**src/rtl/cdt_pkg.sv**
```systemverilog
package cdt_pkg;
   localparam int REG_W        = 32;
   localparam int VEC_W        = 8;
   localparam int CTRL_PER_BIT = 17;
   localparam int CTRL_MSK_BIT = 16;

   typedef enum logic [1:0] {
      SEL_INIT = 2'd0,
      SEL_DIV  = 2'd1,
      SEL_CTRL = 2'd2,
      SEL_NONE = 2'd3
   } cdt_sel_e;

   typedef struct packed {
      logic             periodic;
      logic             mask;
      logic [VEC_W-1:0] vector;
   } cdt_ctrl_t;
endpackage

```
**src/rtl/cdt_cfg_regs.sv**
```systemverilog
module cdt_cfg_regs
   import cdt_pkg::*;
#(
   parameter int CNT_W = 32
) (
   input  logic                 clk,
   input  logic                 rst_n,
   input  logic                 wr_en_i,
   input  logic [1:0]           wr_sel_i,
   input  logic [REG_W-1:0]     wr_data_i,
   input  logic                 sw_enable_i,
   output logic [2:0]           div_code_o,
   output cdt_ctrl_t            ctrl_o,
   output logic [CNT_W-1:0]     init_o,
   output logic                 init_wr_o
);
   cdt_sel_e sel;
   logic     wr_div, wr_ctrl;

   assign sel       = cdt_sel_e'(wr_sel_i);
   assign init_wr_o = wr_en_i && (sel == SEL_INIT);
   assign wr_div    = wr_en_i && (sel == SEL_DIV);
   assign wr_ctrl   = wr_en_i && (sel == SEL_CTRL);

   always_ff @(posedge clk or negedge rst_n) begin
      if (!rst_n) begin
         div_code_o <= 3'd0;
         ctrl_o     <= '{periodic: 1'b0, mask: 1'b1, vector: '0};
         init_o     <= '0;
      end else begin
         if (init_wr_o) init_o <= wr_data_i[CNT_W-1:0];
         // code bit 2 comes from data bit 3, bits 1:0 stay in place
         if (wr_div) div_code_o <= {wr_data_i[3], wr_data_i[1:0]};
         if (wr_ctrl) begin
            ctrl_o.periodic <= wr_data_i[CTRL_PER_BIT];
            ctrl_o.mask     <= wr_data_i[CTRL_MSK_BIT] | ~sw_enable_i;
            ctrl_o.vector   <= wr_data_i[VEC_W-1:0];
         end
      end
   end

   // a control write while disabled always leaves the mask set
   p_ctrl_forced_mask_r9: assert property (@(posedge clk) disable iff (!rst_n)
      $past(wr_ctrl && !sw_enable_i) |-> ctrl_o.mask);
endmodule

```
**src/rtl/cdt_prescaler.sv**
```systemverilog
module cdt_prescaler #(
   parameter int  MAX_DIV_LOG2 = 7,
   parameter bit  TABLE_DECODE = 1'b0
) (
   input  logic       clk,
   input  logic       rst_n,
   input  logic       tick_i,
   input  logic       run_i,
   input  logic       restart_i,
   input  logic [2:0] div_code_i,
   output logic       dtick_o
);
   localparam int PRE_W = MAX_DIV_LOG2;

   logic [PRE_W-1:0] pre_cnt;
   logic [PRE_W-1:0] div_m1;

   generate
      if (MAX_DIV_LOG2 != 7) begin : g_bad_width
         $error("cdt_prescaler: the 3-bit code needs MAX_DIV_LOG2 of 7");
      end
      if (TABLE_DECODE) begin : g_table
         always_comb begin
            unique case (div_code_i)
               3'd0:    div_m1 = PRE_W'(1);
               3'd1:    div_m1 = PRE_W'(3);
               3'd2:    div_m1 = PRE_W'(7);
               3'd3:    div_m1 = PRE_W'(15);
               3'd4:    div_m1 = PRE_W'(31);
               3'd5:    div_m1 = PRE_W'(63);
               3'd6:    div_m1 = PRE_W'(127);
               default: div_m1 = '0;
            endcase
         end
      end else begin : g_shift
         logic [PRE_W:0] full;
         assign full   = (PRE_W+1)'(2) << div_code_i;
         assign div_m1 = (div_code_i == 3'd7) ? '0 : PRE_W'(full - 1'b1);
      end
   endgenerate

   assign dtick_o = run_i && tick_i && !restart_i && (pre_cnt >= div_m1);

   always_ff @(posedge clk or negedge rst_n) begin
      if (!rst_n) begin
         pre_cnt <= '0;
      end else if (restart_i || !run_i) begin
         pre_cnt <= '0;
      end else if (tick_i) begin
         pre_cnt <= dtick_o ? '0 : pre_cnt + 1'b1;
      end
   end

   // the divider phase is cleared whenever the timer was idle
   p_pre_idle_r4: assert property (@(posedge clk) disable iff (!rst_n)
      !$past(run_i) |-> (pre_cnt == '0));
endmodule

```
**src/rtl/cdt_counter.sv**
```systemverilog
module cdt_counter #(
   parameter int CNT_W = 32
) (
   input  logic             clk,
   input  logic             rst_n,
   input  logic             init_wr_i,
   input  logic [CNT_W-1:0] init_data_i,
   input  logic [CNT_W-1:0] init_val_i,
   input  logic             periodic_i,
   input  logic             dtick_i,
   output logic [CNT_W-1:0] cur_o,
   output logic             active_o,
   output logic             expire_o
);
   localparam logic [CNT_W-1:0] ONE = CNT_W'(1);

   generate
      if (CNT_W < 2 || CNT_W > 32) begin : g_bad_cnt
         $error("cdt_counter: CNT_W must lie in 2..32");
      end
   endgenerate

   assign expire_o = active_o && dtick_i && !init_wr_i && (cur_o == ONE);

   always_ff @(posedge clk or negedge rst_n) begin
      if (!rst_n) begin
         cur_o    <= '0;
         active_o <= 1'b0;
      end else if (init_wr_i) begin
         cur_o    <= init_data_i;
         active_o <= |init_data_i;
      end else if (active_o && dtick_i) begin
         if (cur_o == ONE) begin
            cur_o    <= periodic_i ? init_val_i : '0;
            active_o <= periodic_i;
         end else begin
            cur_o <= cur_o - 1'b1;
         end
      end
   end

   // a running timer never shows a zero count
   p_active_nonzero_r4: assert property (@(posedge clk) disable iff (!rst_n)
      active_o |-> (cur_o != '0));
   // stopping without a restart leaves the count at zero
   p_oneshot_stop_r6: assert property (@(posedge clk) disable iff (!rst_n)
      ($fell(active_o) && !$past(init_wr_i)) |-> (cur_o == '0));
   // while running, the count moves by one step or by a reload only
   p_dec_step_r3: assert property (@(posedge clk) disable iff (!rst_n)
      ($past(active_o) && active_o && !$past(init_wr_i) && (cur_o != $past(cur_o)))
      |-> ((cur_o == $past(cur_o) - 1'b1) || (cur_o == init_val_i)));
endmodule

```
**src/rtl/cdt_timer.sv**
```systemverilog
module cdt_timer
   import cdt_pkg::*;
#(
   parameter int CNT_W        = 32,
   parameter bit TABLE_DECODE = 1'b0
) (
   input  logic             clk,
   input  logic             rst_n,
   input  logic             tick_i,
   input  logic             sw_enable_i,
   input  logic             wr_en_i,
   input  logic [1:0]       wr_sel_i,
   input  logic [31:0]      wr_data_i,
   output logic [31:0]      init_count_o,
   output logic [31:0]      cur_count_o,
   output logic [31:0]      div_cfg_o,
   output logic [31:0]      timer_ctrl_o,
   output logic             active_o,
   output logic             irq_o,
   output logic [7:0]       irq_vector_o
);
   localparam int MAX_DIV_LOG2 = 7;

   logic [2:0]       div_code;
   cdt_ctrl_t        ctrl;
   logic [CNT_W-1:0] init_val;
   logic             init_wr;
   logic             dtick;
   logic [CNT_W-1:0] cur;
   logic             active;
   logic             expire;

   cdt_cfg_regs #(.CNT_W(CNT_W)) u_regs (
      .clk        (clk),
      .rst_n      (rst_n),
      .wr_en_i    (wr_en_i),
      .wr_sel_i   (wr_sel_i),
      .wr_data_i  (wr_data_i),
      .sw_enable_i(sw_enable_i),
      .div_code_o (div_code),
      .ctrl_o     (ctrl),
      .init_o     (init_val),
      .init_wr_o  (init_wr)
   );

   cdt_prescaler #(.MAX_DIV_LOG2(MAX_DIV_LOG2), .TABLE_DECODE(TABLE_DECODE)) u_pre (
      .clk       (clk),
      .rst_n     (rst_n),
      .tick_i    (tick_i),
      .run_i     (active),
      .restart_i (init_wr),
      .div_code_i(div_code),
      .dtick_o   (dtick)
   );

   cdt_counter #(.CNT_W(CNT_W)) u_cnt (
      .clk        (clk),
      .rst_n      (rst_n),
      .init_wr_i  (init_wr),
      .init_data_i(wr_data_i[CNT_W-1:0]),
      .init_val_i (init_val),
      .periodic_i (ctrl.periodic),
      .dtick_i    (dtick),
      .cur_o      (cur),
      .active_o   (active),
      .expire_o   (expire)
   );

   always_ff @(posedge clk or negedge rst_n) begin
      if (!rst_n) begin
         irq_o        <= 1'b0;
         irq_vector_o <= '0;
      end else begin
         irq_o <= expire && !ctrl.mask;
         if (expire) irq_vector_o <= ctrl.vector;
      end
   end

   always_comb begin
      timer_ctrl_o               = '0;
      timer_ctrl_o[CTRL_PER_BIT] = ctrl.periodic;
      timer_ctrl_o[CTRL_MSK_BIT] = ctrl.mask;
      timer_ctrl_o[VEC_W-1:0]    = ctrl.vector;
   end

   assign div_cfg_o    = {28'd0, div_code[2], 1'b0, div_code[1:0]};
   assign init_count_o = 32'(init_val);
   assign cur_count_o  = 32'(cur);
   assign active_o     = active;

   // a request only follows an expiry seen with the mask clear
   p_req_unmasked_r8: assert property (@(posedge clk) disable iff (!rst_n)
      irq_o |-> !$past(ctrl.mask));
endmodule

```
**config.mk**
```make
export PLATFORM = sky130hd
export DESIGN_NAME = cdt_timer
export DESIGN_NICKNAME = d
export VERILOG_FILES = /design/src/rtl/cdt_pkg.sv /design/src/rtl/cdt_cfg_regs.sv /design/src/rtl/cdt_prescaler.sv /design/src/rtl/cdt_counter.sv /design/src/rtl/cdt_timer.sv
export SDC_FILE = /design/constraint.sdc
export NUM_CORES = 1
export LEC_CHECK = 0
export ABC_AREA = 1
export BUFFER_PORTS_ARGS = -buffer_cell sky130_fd_sc_hd__clkbuf_2
export CAP_MARGIN = 15
export CORE_MARGIN = 2
export CORE_UTILIZATION = 25
export DETAILED_ROUTE_END_ITERATION = 8
export PLACE_DENSITY = 0.48
export SKIP_CTS_REPAIR_TIMING = 1
export SLEW_MARGIN = 5
export SYNTH_ARGS = -nofsm -noshare
export SYNTH_HDL_FRONTEND = slang
export SYNTH_HIERARCHICAL = 1
export SYNTH_SLANG_ARGS = --single-unit
```
**constraint.sdc**
```tcl
create_clock -name clk -period 5.55 [get_ports clk]
set_input_delay 0.8325 -clock clk [delete_from_list [all_inputs] [get_ports clk]]
set_output_delay 0.8325 -clock clk [all_outputs]
set_load 0.005 [all_outputs]
```
==> metrics <==
Seq pwr share=0.398; reg-to-reg setup timing slack=1.63 ns; Crit Reg-Reg Endpoint=irq_vector_o[5]; unrepaired setup endpoints after global routing=no; Tightest Pin Transition=0.790 ns; clk sinks=94; CTS buffer count=9; Core Area=25100 um^2; IR drop worst, VDD=0.000148 V; Max Fclk=0.250 GHz; crit share post-route=0.721; crit start category=input port; sw power=1.24 mW; most frequent cells in the layout=nand2_1 (345), clkbuf_2 (124), nand3_1 (103), inv_1 (95), dfrtp_1 (93); final WL=roughly 22000 um; Switching Share=0.442; top cell type's share of synthesized area=0.365; CP arrival=4.26 ns; GRT Total Usage=0.164; Synth Area in Adders=0.0216; most common cell after layout, fill and taps aside=nand2_1; Power Density=383 nW/um^2; outcome=completed; number of setup violations in the final report=0; # fillers=2851; Clock Tree Buf Depth=2; Post-Synth Simple-Gate Area=0.390; layout cells sized above 1=0.167; final HPWL from detailed placement=approximately 16000 um; Final Net Count=1095; largest family of logic cells by synthesized area=simple AND/OR/NAND/NOR gates; vias per cell=between 4 and 5; sequential-to-total area share from yosys stat=0.369; vias in the first global route=5695; setup_tns=0 ns; library cells used by synthesis=33; # rows=58; Worst Path Max Fanout=33; die width=between 150 and 200 um; clk_lat worst skew=0.36 ns; Slew Viols, Final=0; cell internal pwr=1.57 mW; post-layout min period=between 4 and 5 ns; CTS tree=yes; final core utilization=0.292; Post-synth EDFFs=0; H-tree Lvls=3; Die H=roughly 160 um; initial antenna violation count=0; post-synthesis area per instance=6.82 um^2; I/O pin count=177; Area contributors post-synth=dfrtp_1 (37%), nand2_1 (20%), nand3_1 (8.1%); synthesized area=6370 um^2; Clk pwr share=0.217; Comb power frac=0.386; Synth area leader=dfrtp_1; Slew HR=0.472; largest net degree at the start of global routing=59; Compound-Gate Fraction of Synth Area=0.0479; Leak=3.98 nW; Area growth, synth to finish=15.2%; critical path class=in -> reg; XOR/XNOR Fraction of Synth Area=0.0206; clk root buf=clkbuf_16; #FFs+latches synth=94; Starting Density=0.254; DR WL/cell=approximately 16 um; Post-Syn Instances=934; Die ar.=26800 um^2; worst hold path class=in -> async; MaxCap Viol Count=0; first-pass GRT wire length=33500 um; antenna-violating nets left=0; kind of end point of the critical path=flip-flop; Syn. warnings=6; top_reg_cell synth=dfrtp_1; Residual DRC=0; asr flop ratio synth=1.00; 1st-pass router iterations=5; worst flop-to-flop path startpoint=u_regs/div_code_o[2]; Post-Route Skew=0.00930 ns; multiplexer share of the synthesized area=0; worst r2r path cells=20; PortBufs=125; GRT overflow=0; Vias=6038; final hold vios=0; RD Place Congestion=approximately 0.89; Diodes inserted=0; Clock transition at path regs=0.07 ns; Initial DRC Count=457; Req. time, crit path=roughly 5.8 ns
[layout make-up]
class,count,area (um^2),area share
Clock buffer,10,229,0.0312
Clock inverter,6,45.0,0.00614
Inverter,97,364,0.0496
Multi-Input combinational cell,711,3250,0.443
Sequential cell,94,2350,0.321
Tap cell,330,413,0.0563
Timing Repair Buffer,132,681,0.0928
[how the worst max path moves through the flow]
stage | from | slack (ns) | endpoint
CTS | wr_sel_i[1] | 1.51 | irq_vector_o[5]
global placement | wr_sel_i[1] | 1.34 | irq_vector_o[7]
floorplan | u_regs/div_code_o[2] | 2.75 | irq_vector_o[0]
detailed placement | wr_sel_i[1] | 1.13 | irq_vector_o[5]
finish | wr_sel_i[1] | 1.55 | irq_vector_o[5]
global route | u_regs/div_code_o[2] | 1.0 | irq_vector_o[1]
[state kept, by name, summed over array words and instances (netlist names)]
register,cells
irq_o,1
u_pre/pre_cnt,7
u_regs/init_o,32
u_cnt/active_o,1
irq_vector_o,8
u_cnt/cur_o,32
u_regs/ctrl_o,10
u_regs/div_code_o,3
[per-stage QoR]
stage | total power, mW | hold slack, ns | area [um^2] | cells | worst slack (ns)
CTS | 2.85 | 0.456 | 7340 | 1380 | 1.51
finish | 2.81 | 0.438 | 7340 | 1380 | 1.55
floorplan | 1.78 | 0.465 | 6560 | 984 | 2.75
detailed placement | 2.23 | 0.464 | 7060 | 1364 | 1.13
global placement | 2.22 | 0.463 | 7060 | 1364 | 1.34
global route | 3.05 | 0.474 | 7340 | 1380 | 0.995
[cell families after synthesis]
logic type	Yosys count
flip-flops	94
other	1
buffers and inverters	179
AO/OA/AOI/OAI	57
XOR/XNOR	15
AND/OR/NAND/NOR	577
adder cells (fa/ha/maj)	11
[critical path, cell delays in order]
cell and delay (ns):
clkbuf_2 0.25, nor2_4 0.06, buf_4 0.27, nand2_4 0.39
inv_1 0.33, inv_1 0.11, nand2_1 0.09, nor3_1 0.28
nand2_1 0.39, nor2_2 0.21, inv_1 0.12, nor2_1 0.52
inv_2 0.20, nand2_1 0.10, nand2_1 0.05
[layer usage]
metal,part of all wire,track usage
met5,0,0
met2,0.46,0.270
met1,0.46,0.220
met3,0.053,0.0361
met4,0.018,0.0407
[synth_stat cells (6+ instances only)]
cell      instances
buf_4            56
nor2_1           75
ha_1             11
nor3_1            8
nor2_2            7
nand2_1         345
a21oi_1           8
nor2_4            7
dfrtp_1          93
xor2_1           14
inv_1            95
o21ai_0          39
nand3_1         103
buf_6             6
clkbuf_1         10
buf_2             9
nand4_1          21
[power by group through the flow]
stage | clock, mW | combinational [mW] | sequential, mW
final | 0.610 | 1.09 | 1.12
after detailed placement | 0 | 1.09 | 1.13
after global routing | 0.652 | 1.25 | 1.15
after CTS | 0.627 | 1.10 | 1.12
after global placement | 0 | 1.08 | 1.14
after floorplan | 0 | 0.721 | 1.06
(Power assumes the default switching activity.)
